==> src/rtl/pfseq_pkg.sv <==
package pfseq_pkg;

    localparam int AW = 16;

    typedef enum logic [1:0] {
        K_OPC  = 2'd0,
        K_EXT  = 2'd1,
        K_RMW  = 2'd2,
        K_DISC = 2'd3
    } kind_e;

    localparam logic [1:0] M_REG  = 2'd0;
    localparam logic [1:0] M_IDX  = 2'd1;
    localparam logic [1:0] M_AINC = 2'd2;

    typedef enum logic [2:0] {
        ST_IDLE,
        ST_OPC,
        ST_DEF,
        ST_EXT,
        ST_RMW,
        ST_SPEC
    } step_e;

    typedef struct packed {
        logic [1:0]    n_ext;
        logic [1:0]    mode;
        logic          is_byte;
        logic          is_br;
        logic          taken;
        logic [AW-1:0] rval;
        logic [AW-1:0] disp;
        logic [AW-1:0] target;
    } desc_t;

    typedef struct packed {
        logic          vld;
        logic [AW-1:0] addr;
        logic          is_byte;
        logic [AW-1:0] upd;
    } pend_t;

    function automatic logic [AW-1:0] inc_of(input logic is_byte);
        return is_byte ? AW'(1) : AW'(2);
    endfunction

endpackage

==> src/rtl/pfseq_timer.sv <==
module pfseq_timer #(
    parameter int CW = 5
) (
    input  logic          clk,
    input  logic          rst,
    input  logic          load,
    input  logic [CW-1:0] cost,
    output logic          busy,
    output logic          done
);
    logic [CW-1:0] cnt;

    always_ff @(posedge clk) begin
        if (rst)
            cnt <= '0;
        else if (load)
            cnt <= cost;
        else if (cnt != '0)
            cnt <= cnt - 1'b1;
    end

    assign busy = (cnt != '0);
    assign done = (cnt == CW'(1));

    // a cycle is never started over a running one and never with zero length
    a_r8_load_idle: assert property (@(posedge clk) disable iff (rst)
        load |-> (!busy && cost != '0));
    // once started, the count runs down without stalling
    a_r8_countdown: assert property (@(posedge clk) disable iff (rst)
        (busy && !done) |=> busy);
endmodule

==> src/rtl/pfseq_defer.sv <==
module pfseq_defer
    import pfseq_pkg::*;
(
    input  logic          clk,
    input  logic          rst,
    input  logic          put,
    input  logic [AW-1:0] put_addr,
    input  logic          put_byte,
    input  logic [AW-1:0] put_upd,
    input  logic          take,
    output pend_t         slot
);
    always_ff @(posedge clk) begin
        if (rst) begin
            slot <= '0;
        end else if (put) begin
            slot.vld     <= 1'b1;
            slot.addr    <= put_addr;
            slot.is_byte <= put_byte;
            slot.upd     <= put_upd;
        end else if (take) begin
            slot.vld <= 1'b0;
        end
    end

    // a new deferred update never lands on an unfinished one
    a_r5_single_pending: assert property (@(posedge clk) disable iff (rst)
        put |-> !slot.vld);
    // only a recorded update can be retired
    a_r5_take_valid: assert property (@(posedge clk) disable iff (rst)
        take |-> slot.vld);
endmodule

==> src/rtl/pfseq_tally.sv <==
module pfseq_tally #(
    parameter int TW = 32,
    parameter int CW = 5
) (
    input  logic          clk,
    input  logic          rst,
    input  logic          add,
    input  logic [CW-1:0] amount,
    output logic [TW-1:0] total
);
    always_ff @(posedge clk) begin
        if (rst)
            total <= '0;
        else if (add)
            total <= total + TW'(amount);
    end

    // the total only moves on a completed bus cycle
    a_r8_total_hold: assert property (@(posedge clk) disable iff (rst)
        !add |=> $stable(total));
endmodule

==> src/rtl/prefetch_bus_seq.sv <==
module prefetch_bus_seq
    import pfseq_pkg::*;
#(
    parameter int            C_OPC    = 8,
    parameter int            C_EXT    = 12,
    parameter int            C_RMWX   = 16,
    parameter int            C_RMWD   = 18,
    parameter int            TW       = 32,
    parameter logic [AW-1:0] RESET_PC = 16'h0000
) (
    input  logic          clk,
    input  logic          rst,
    input  logic          in_valid,
    output logic          in_ready,
    input  logic [1:0]    in_next,
    input  logic [1:0]    in_mode,
    input  logic          in_byte,
    input  logic          in_branch,
    input  logic          in_taken,
    input  logic [AW-1:0] in_rval,
    input  logic [AW-1:0] in_disp,
    input  logic [AW-1:0] in_target,
    output logic          bus_act,
    output logic          cyc_done,
    output logic [1:0]    cyc_kind,
    output logic [AW-1:0] cyc_addr,
    output logic          cyc_byte,
    output logic          cyc_upd_vld,
    output logic [AW-1:0] cyc_upd_val,
    output logic [TW-1:0] clk_total
);
    localparam int CMAX1 = (C_OPC > C_EXT) ? C_OPC : C_EXT;
    localparam int CMAX2 = (C_RMWX > C_RMWD) ? C_RMWX : C_RMWD;
    localparam int CMAX  = (CMAX1 > CMAX2) ? CMAX1 : CMAX2;
    localparam int CW    = $clog2(CMAX + 1);
    localparam logic [AW-1:0] WSTEP = AW'(2);

    step_e         st, st_n;
    desc_t         d;
    logic [AW-1:0] pc, ext_addr;
    logic [1:0]    ext_left;
    logic          skip_opc;
    kind_e         cur_kind, last_kind;
    logic [AW-1:0] cur_addr, cur_upd;
    logic          cur_byte, cur_updv;
    logic [CW-1:0] cur_cost;

    logic          load, tbusy, tdone;
    logic [CW-1:0] ld_cost;
    kind_e         ld_kind;
    logic [AW-1:0] ld_addr, ld_upd;
    logic          ld_byte, ld_updv;
    logic          put, take, adv_ext, fin, accept;
    pend_t         pend;

    assign in_ready = (st == ST_IDLE);
    assign accept   = in_valid && in_ready;

    pfseq_timer #(.CW(CW)) u_timer (
        .clk  (clk),
        .rst  (rst),
        .load (load),
        .cost (ld_cost),
        .busy (tbusy),
        .done (tdone)
    );

    pfseq_defer u_defer (
        .clk      (clk),
        .rst      (rst),
        .put      (put),
        .put_addr (d.rval),
        .put_byte (d.is_byte),
        .put_upd  (d.rval + inc_of(d.is_byte)),
        .take     (take),
        .slot     (pend)
    );

    pfseq_tally #(.TW(TW), .CW(CW)) u_tally (
        .clk    (clk),
        .rst    (rst),
        .add    (tdone),
        .amount (cur_cost),
        .total  (clk_total)
    );

    // Step selection: each step either launches one bus cycle or passes on
    always_comb begin
        load    = 1'b0;
        ld_cost = '0;
        ld_kind = K_OPC;
        ld_addr = pc;
        ld_byte = 1'b0;
        ld_updv = 1'b0;
        ld_upd  = '0;
        st_n    = st;
        put     = 1'b0;
        take    = 1'b0;
        adv_ext = 1'b0;
        fin     = 1'b0;
        case (st)
            ST_IDLE: begin
                if (in_valid) st_n = ST_OPC;
            end
            ST_OPC: begin
                if (tdone) begin
                    st_n = ST_DEF;
                end else if (!tbusy) begin
                    if (!skip_opc) begin
                        load    = 1'b1;
                        ld_cost = CW'(C_OPC);
                        ld_kind = K_OPC;
                        ld_addr = pc;
                    end else begin
                        st_n = ST_DEF;
                    end
                end
            end
            ST_DEF: begin
                if (tdone) begin
                    take = 1'b1;
                    st_n = ST_EXT;
                end else if (!tbusy) begin
                    if (pend.vld) begin
                        load    = 1'b1;
                        ld_cost = CW'(C_RMWD);
                        ld_kind = K_RMW;
                        ld_addr = pend.addr;
                        ld_byte = pend.is_byte;
                        ld_updv = 1'b1;
                        ld_upd  = pend.upd;
                    end else begin
                        st_n = ST_EXT;
                    end
                end
            end
            ST_EXT: begin
                if (tdone) begin
                    adv_ext = 1'b1;
                end else if (!tbusy) begin
                    if (ext_left != 2'd0) begin
                        load    = 1'b1;
                        ld_cost = CW'(C_EXT);
                        ld_kind = K_EXT;
                        ld_addr = ext_addr;
                    end else begin
                        st_n = ST_RMW;
                    end
                end
            end
            ST_RMW: begin
                if (tdone) begin
                    st_n = ST_SPEC;
                end else if (!tbusy) begin
                    if (d.mode == M_IDX) begin
                        load    = 1'b1;
                        ld_cost = CW'(C_RMWX);
                        ld_kind = K_RMW;
                        ld_addr = d.disp + d.rval;
                        ld_byte = d.is_byte;
                    end else begin
                        put  = (d.mode == M_AINC);
                        st_n = ST_SPEC;
                    end
                end
            end
            ST_SPEC: begin
                if (tdone) begin
                    fin  = 1'b1;
                    st_n = ST_IDLE;
                end else if (!tbusy) begin
                    if (d.is_br) begin
                        load    = 1'b1;
                        ld_cost = CW'(C_OPC);
                        ld_kind = d.taken ? K_DISC : K_OPC;
                        ld_addr = ext_addr;
                    end else begin
                        fin  = 1'b1;
                        st_n = ST_IDLE;
                    end
                end
            end
            default: st_n = ST_IDLE;
        endcase
    end

    always_ff @(posedge clk) begin
        if (rst) begin
            st        <= ST_IDLE;
            d         <= '0;
            pc        <= RESET_PC;
            ext_addr  <= '0;
            ext_left  <= '0;
            skip_opc  <= 1'b0;
            cur_kind  <= K_OPC;
            cur_addr  <= '0;
            cur_byte  <= 1'b0;
            cur_updv  <= 1'b0;
            cur_upd   <= '0;
            cur_cost  <= '0;
            last_kind <= K_RMW;
        end else begin
            st <= st_n;
            if (accept) begin
                d.n_ext   <= in_next;
                d.mode    <= in_mode;
                d.is_byte <= in_byte;
                d.is_br   <= in_branch;
                d.taken   <= in_taken;
                d.rval    <= in_rval;
                d.disp    <= in_disp;
                d.target  <= in_target;
                ext_addr  <= pc + WSTEP;
                ext_left  <= in_next;
            end
            if (adv_ext) begin
                ext_addr <= ext_addr + WSTEP;
                ext_left <= ext_left - 2'd1;
            end
            if (load) begin
                cur_kind <= ld_kind;
                cur_addr <= ld_addr;
                cur_byte <= ld_byte;
                cur_updv <= ld_updv;
                cur_upd  <= ld_upd;
                cur_cost <= ld_cost;
            end
            if (tdone)
                last_kind <= cur_kind;
            if (fin) begin
                pc       <= (d.is_br && d.taken) ? d.target : ext_addr;
                skip_opc <= d.is_br && !d.taken;
            end
        end
    end

    assign bus_act     = tbusy;
    assign cyc_done    = tdone;
    assign cyc_kind    = cur_kind;
    assign cyc_addr    = cur_addr;
    assign cyc_byte    = tdone && cur_byte;
    assign cyc_upd_vld = tdone && cur_updv;
    assign cyc_upd_val = cur_upd;

    // a deferred update always comes straight after an opcode fetch
    a_r4_def_after_opc: assert property (@(posedge clk) disable iff (rst)
        (tdone && cur_updv) |-> (last_kind == K_OPC));
    // byte strobe only on read-modify-write completions
    a_r7_byte_rmw: assert property (@(posedge clk) disable iff (rst)
        cyc_byte |-> (cyc_kind == K_RMW));
    // a descriptor is taken only with the bus quiet
    a_r9_accept_quiet: assert property (@(posedge clk) disable iff (rst)
        accept |-> !tbusy);
    // extension reads never exceed the descriptor count
    a_r2_ext_bound: assert property (@(posedge clk) disable iff (rst)
        (st == ST_EXT) |-> (ext_left <= d.n_ext));
endmodule

==> config.mk <==
export PLATFORM = sky130hd
export DESIGN_NAME = prefetch_bus_seq
export DESIGN_NICKNAME = d
export VERILOG_FILES = /design/src/rtl/pfseq_pkg.sv /design/src/rtl/pfseq_timer.sv /design/src/rtl/pfseq_defer.sv /design/src/rtl/pfseq_tally.sv /design/src/rtl/prefetch_bus_seq.sv
export SDC_FILE = /design/constraint.sdc
export NUM_CORES = 1
export LEC_CHECK = 0
export ABC_AREA = 0
export BUFFER_PORTS_ARGS = -buffer_cell sky130_fd_sc_hd__buf_4
export CORE_ASPECT_RATIO = 0.5
export CORE_UTILIZATION = 40
export CTS_BUF_LIST = sky130_fd_sc_hd__clkbuf_2
export DETAILED_ROUTE_END_ITERATION = 10
export HOLD_SLACK_MARGIN = 0.03
export PLACE_DENSITY_LB_ADDON = 0.15
export SETUP_SLACK_MARGIN = 0.05
export SLEW_MARGIN = 20
export SYNTH_ARGS = -nofsm -noshare
export SYNTH_HDL_FRONTEND = slang
export SYNTH_SLANG_ARGS = --single-unit
export TNS_END_PERCENT = 1
==> constraint.sdc <==
create_clock -name clk -period 4.65 [get_ports clk]
set_input_delay 0.93 -clock clk [delete_from_list [all_inputs] [get_ports clk]]
set_output_delay 0.93 -clock clk [all_outputs]
set_load 0.02 [all_outputs]
==> reports/metrics.cfg, run 1 <==
[yosys]
synth_area_leader_cell = dfxtp_1
syn_area_per_cell_sq_um = 7.90
yosys-top-cells-area = dfxtp_1 39%, nand2_1 8.9%, a21oi_1 6.3%, nor2_1 4.0%, ha_1 3.0%
ys_ff_latch = 201
synth_ff_type = dfxtp_1
ys_seq_area_share_pct = 39.0
netlist.area_leader.share_pct = 39.0
syn-num-nets = 1393
netlist_area_sq_um = 10300
synth_warnings = 0
async_reset_ff_share_pct = 0
synth_edf_count = 0
synth_cell_types = 80
syn_inst = 1307

[clocking]
cts-buffers-inserted = 50
clk_pin_slew_ns = 0.12
post_cts_buffers = 0
cts_tree = done
ctsRootBufferMaster = clkbuf_2
cts.repair.resized = 0
cts_hold_buf = 0
clock_latency_ns = 0.90
clk_path_buf_depth = 3
h-tree-depth = 2
cts.sinks = 201

[global_route]
grt_use_met1_pct = 34.1
grt_use_met2_pct = 35.5
use_met3_pct = 6.50
busiest_layer = met2
antenna_found_initial = 2
grt_max_degree = 137
grt_pass1_vias = 9328
overflow = 0
track_usage_pct = 24.0
grt_pass1_wl_microns = 50800

[floorplan]
num_rows = 41
dieArea_sq_um = 26500
die_h_microns = 116
start_util_pct = 40.8
core_sq_um = 25300
die_x_microns = 229
ioPinCount = 129

[timing]
relSlewSlack_pct = 36.1
tns_ns = 0
rsz0062_at_grt = no
tightest_slew_ns = 0.955
fin_crit_ns = 4.01
finClkSkew_ns = 0.0779
fmax_mhz = 250
whs_ns = 0.270
hold_viol_final = 0
fin_crit_sh_pct = 86.2
setup_violations = 0
slew_viol_final = 0

[worst_setup_path]
worstSetupPathType = reg -> reg
slowest_stage = nand2_2
crit_path_cell_trace = inv_1, ha_1, or4b_1, clkinv_2, nand2_2, nand2_1, nand2_1, ha_1, nand3_1, nor3_1, and2_1, o221ai_1, nor4_1, a211oi_1
crit_path_start_kind = flop
critPathMaxStageDelay_ns = 0.61
critPathArrivalTime_ns = 4.71
cp_max_fo = 32
cp-end-kind = flop
required_ns = 5.35

[placed_design]
routabilityCongestion = 0.895
numPortBuffers = 127
hpwl_microns = 22700
placed_cells = 1708

[route]
drt-total-wl_microns = 32200
drt-vias-per-instance = 5.56
remaining_drc_errors = 0
firstDrtPassIters = 5
via_count = 9975
ant_nets = 0
drt_iter0_drc = 918
routedWlPerCell_microns = 18.0

[run]
max-cap-violations = 0

[cells_and_area]
syn_to_final_growth_pct = 16.0
drive_gt1_share_pct = 17.2
nets = 1502
instances_no_fill = 1794

[min_path]
hold_path.class = in -> reg

[pwr]
irDropWorstVdd_v = 0.000162
leakage_uw = 0.00461
power.density_nw_per_um2 = 409

[run_status]
status = finished, final reports clean

through the flow:
step           utilization, %  setup slack (ns)  instance area, sq um  total power, uW
6_report                 47.4             0.643                 12000             4900
5_1_grt                  47.4             0.273                 12000             5230
4_1_cts                  47.4             0.646                 12000             4940
3_5_place_dp             45.5             0.724                 11500             3650
3_3_place_gp             45.5             0.828                 11500             3630
2_1_floorplan               -              1.44                 10300             3140
cell families (layout without fill, tap and decap cells):
| kind of cell | after synthesis | in the layout | share of synthesized area (%) |
|---|---|---|---|
| simple gates | 556 | 556 | 25.6 |
| xor+xnor | 47 | 47 | 3.99 |
| mux | 16 | 16 | 1.57 |
| buf+inv | 113 | 255 | 4.46 |
| flops | 201 | 201 | 39.0 |
| compound gates | 345 | 345 | 21.7 |
| fa+ha+maj | 28 | 28 | 3.61 |
| other cells | 1 | 2 | 0.0363 |
cell type report:
type | instances | area (sq um)
clock buffers | 71 | 355
repair buffers | 144 | 1090
multi-input cells | 993 | 5860
fillers | 2551 | 13300
clock inverters | 14 | 109
flip-flops and latches | 201 | 4020
inverters | 26 | 98.8
diodes | 1 | 2.50
well taps | 344 | 430
sequential cells by signal, summed over array words and instances, names as in the netlist:
register,count
cur_byte,1
cur_cost,4
cur_updv,1
cyc_addr,16
cyc_kind,2
cyc_upd_val,16
d,53
ext_addr,16
ext_left,2
pc,16
skip_opc,1
st,3
u_defer.slot,34
u_tally.total,31
u_timer.cnt,5
report_power, final:
group          leakage (uW)  internal [uW]  switching (uW)  total, uW
Sequential          0.00163           1880             228       2110
Combinational       0.00263            534             993       1530
Clock              0.000349            518             748       1270
metal layers:
metal | wire (microns) | share of wire (%)
met5 | 14 | 0.043
met4 | 514 | 1.6
met3 | 2080 | 6.4
met2 | 13400 | 42
met1 | 16200 | 50
path summary, 6_finish.rpt:
kind,slack [ns],start,endpoint,depth (start not counted)
worst max-delay path,0.64,u_timer.cnt[1]$_SDFFE_PP0P_,ext_addr[15]$_SDFFE_PP0P_,14
worst min-delay path,0.27,in_disp[7],d[23]$_SDFFE_PP0P_,3
worst min register to register,0.46,cur_updv$_SDFFE_PP0P_,cur_updv$_SDFFE_PP0P_,1
worst max register to register,0.64,u_timer.cnt[1]$_SDFFE_PP0P_,ext_addr[15]$_SDFFE_PP0P_,14
cell usage after synthesis, types with 3 or more instances:
cell,n
a41oi_1,3
dfxtp_1,201
a31oi_1,14
o221ai_1,4
nor2b_1,6
a22oi_1,5
and4_1,4
o211ai_1,10
or3_1,18
o22ai_1,3
nor3_1,34
ha_1,25
nor2_1,110
a222oi_1,3
nand3_1,51
nand2b_1,5
a221oi_1,7
or3b_2,4
a22o_1,16
and3_1,15
o31a_1,3
a21oi_1,131
a2111oi_0,4
a21o_1,17
a32oi_1,4
nor4_1,9
buf_2,19
a211oi_1,25
fa_1,3
xnor2_1,33
o31ai_1,5
o21a_1,5
xor2_1,14
inv_1,25
nor3b_1,4
clkbuf_1,60
mux2i_1,14
a311oi_1,17
nor4b_1,6
nand3b_1,9
nand2_1,244
o21ai_0,53
buf_1,6
nand4_1,10
and2_1,6
critical path: cells and delay by family (launching register included):
family,cells,cell delay (ns)
compound gates,2,0.24
fa+ha+maj,2,0.52
buf+inv,2,0.45
flops,1,0.35
simple gates,8,2.25
cells in the final DEF, fill, tap and decap left out, types with 5 or more instances in the layout:
master / instances
nand2_1: 243
dfxtp_1: 201
buf_4: 143
a21oi_1: 131
nor2_1: 109
clkbuf_2: 71
o21ai_0: 53
nand3_1: 51
nor3_1: 34
xnor2_1: 33
inv_1: 25
a211oi_1: 25
ha_1: 25
or3_1: 18
a311oi_1: 17
a21o_1: 17
a22o_1: 16
and3_1: 15
mux2i_1: 14
a31oi_1: 14
xor2_1: 14
o211ai_1: 10
nand4_1: 10
nand3b_1: 9
nor4_1: 9
clkinv_1: 9
a221oi_1: 7
and2_1: 6
nor4b_1: 6
nor2b_1: 6
nand2b_1: 5
o21a_1: 5
a22oi_1: 5
Note: power is estimated with default switching activity, not from simulation.
==> run 2: changes to the inputs <==
--- a/config.mk
+++ b/config.mk
@@ -7,7 +7,7 @@
 export LEC_CHECK = 0
 export ABC_AREA = 0
 export BUFFER_PORTS_ARGS = -buffer_cell sky130_fd_sc_hd__buf_4
-export CORE_ASPECT_RATIO = 0.5
+export CORE_ASPECT_RATIO = 1.75
 export CORE_UTILIZATION = 40
 export CTS_BUF_LIST = sky130_fd_sc_hd__clkbuf_2
 export DETAILED_ROUTE_END_ITERATION = 10
==> run 2 against run 1 <==
  * Clock skew hardly changed
  * Sequential power about the same
  * Combinational power about the same
  * Clock power down 6%
  * Sequential share of layout area grew 0.13 points
  * Design area down 0.40%
  * Wire length increased by 1.0%
  * Setup slack improved by 0.20 ns
==> reports/metrics.cfg, run 2 (synthesis gave the netlist of run 1 again) <==
[run_status]
status = finished, final reports clean

[cells_and_area]
largest-register = d
final_common_cell = nand2_1
drive_gt1_share_pct = 16.9
instances_no_fill = 1772
final_cell_mix = 243 x nand2_1, 201 x dfxtp_1, 147 x buf_4
nets = 1504
largest_reg_flops = 53
syn_to_final_growth_pct = 15.5
reg_top3 = d x53, u_defer.slot x34, u_tally.total x31
fin_util_pct = 47.1
design_area_sq_um = 11900

[clocking]
ctsRootBufferMaster = clkbuf_2
post_cts_buffers = 0
clk_path_buf_depth = 3
cts_hold_buf = 0
cts_tree = done
cts-buffers-inserted = 49
h-tree-depth = 2
cts.sinks = 201
cts.repair.resized = 0
clk_pin_slew_ns = 0.12
clock_latency_ns = 0.87

[route]
drt_iter0_drc = 632
ant_nets = 0
routedWlPerCell_microns = 18.4
via_count = 10000
drt-vias-per-instance = 5.65
drt-total-wl_microns = 32500
firstDrtPassIters = 5
remaining_drc_errors = 0

[floorplan]
die_h_microns = 215
dieArea_sq_um = 26500
start_util_pct = 40.8
core_sq_um = 25300
num_rows = 77
ioPinCount = 129
die_x_microns = 123

[pwr]
switchingPower_uw = 1970
p_comb_share_pct = 31.6
irDropWorstVdd_v = 0.000192
leakage_uw = 0.00460
p_clk_share_pct = 24.8
seqPwrFrac_pct = 43.6
fin_total_pwr_uw = 4820
intPower_uw = 2850
p_sw_share_pct = 40.8
power.density_nw_per_um2 = 404

[worst_setup_path]
cp-end-kind = output port
crit_path_start_kind = flop
worstSetupPathType = reg -> out
crit_buf_inv = 2
required_ns = 3.72
critPathMaxStageDelay_ns = 0.75
slowest_stage = or4b_1
cp_top_family = simple AND/OR/NAND/NOR gates
crit_path_cell_trace = ha_1, or4b_1, clkinv_2, and2_1, buf_4
critPathArrivalTime_ns = 2.88
cp_max_fo = 15

[placed_design]
placed_cell_area_sq_um = 11500
hpwl_microns = 23400
routabilityCongestion = 0.895
numPortBuffers = 127
placed_cells = 1683

[global_route]
grt_pass1_wl_microns = 51100
busiest_layer = met2
grt_pass1_vias = 9641
grt_max_degree = 81
track_usage_pct = 24.6
grt_use_met1_pct = 26.7
overflow = 0
grt_use_met2_pct = 44.3
antenna_found_initial = 1
use_met3_pct = 4.39

[timing]
hold_viol_final = 0
fin_crit_sh_pct = 81.9
relSlewSlack_pct = 31.4
tightest_slew_ns = 1.02
setup_violations = 0
tns_ns = 0
slew_viol_final = 0
finClkSkew_ns = 0.0778
fin_crit_ns = 3.81
fmax_mhz = 263
rsz0062_at_grt = no

[min_path]
hold_path.class = in -> reg

[run]
max-cap-violations = 0

## run 2: layer usage
metal	routed length, microns	vias to the layer above
met5	0	-
met4	1550	0
met3	1550	88
met2	16900	291
met1	12600	4718
li1	-	4914
## run 2: layout make-up
class	instances	area, sq um
Fill cell	2679	13400
Multi-Input combinational cell	993	5860
Sequential cell	201	4020
Timing Repair Buffer	147	1100
Tap cell	316	395
Clock buffer	65	325
Clock inverter	23	116
Inverter	26	98.8
Antenna cell	1	2.50
## run 2: per-stage QoR
step,hold slack [ns],setup slack [ns]
3_3_place_gp,0.433,1.20
5_1_grt,0.233,0.669
4_1_cts,0.239,0.751
2_1_floorplan,0.418,1.44
3_5_place_dp,0.435,1.07
6_report,0.300,0.842
## run 2: worst min-delay path, stage by stage
cell and delay (ns):
buf_4 0.11, nand2_1 0.05, a21oi_1 0.05
## run 2: final timing paths
| check | startpoint | to | slack (ns) | cells past startpoint |
|---|---|---|---|---|
| max | u_timer.cnt[0]$_SDFFE_PP0P_ | cyc_byte | 0.84 | 5 |
| min | in_disp[3] | d[19]$_SDFFE_PP0P_ | 0.30 | 3 |
| max reg2reg | u_timer.cnt[0]$_SDFFE_PP0P_ | ext_addr[15]$_SDFFE_PP0P_ | 1.03 | 12 |
| min reg2reg | cur_updv$_SDFFE_PP0P_ | cur_updv$_SDFFE_PP0P_ | 0.46 | 1 |
## run 2: power groups by stage
stage | registers (uW) | clock network [uW] | logic (uW)
final | 2100 | 1200 | 1520
after detailed placement | 2140 | 0 | 1520
after CTS | 2100 | 1240 | 1530
after global routing | 2130 | 1330 | 1690
after floorplan | 2070 | 0 | 1070
after global placement | 2140 | 0 | 1510
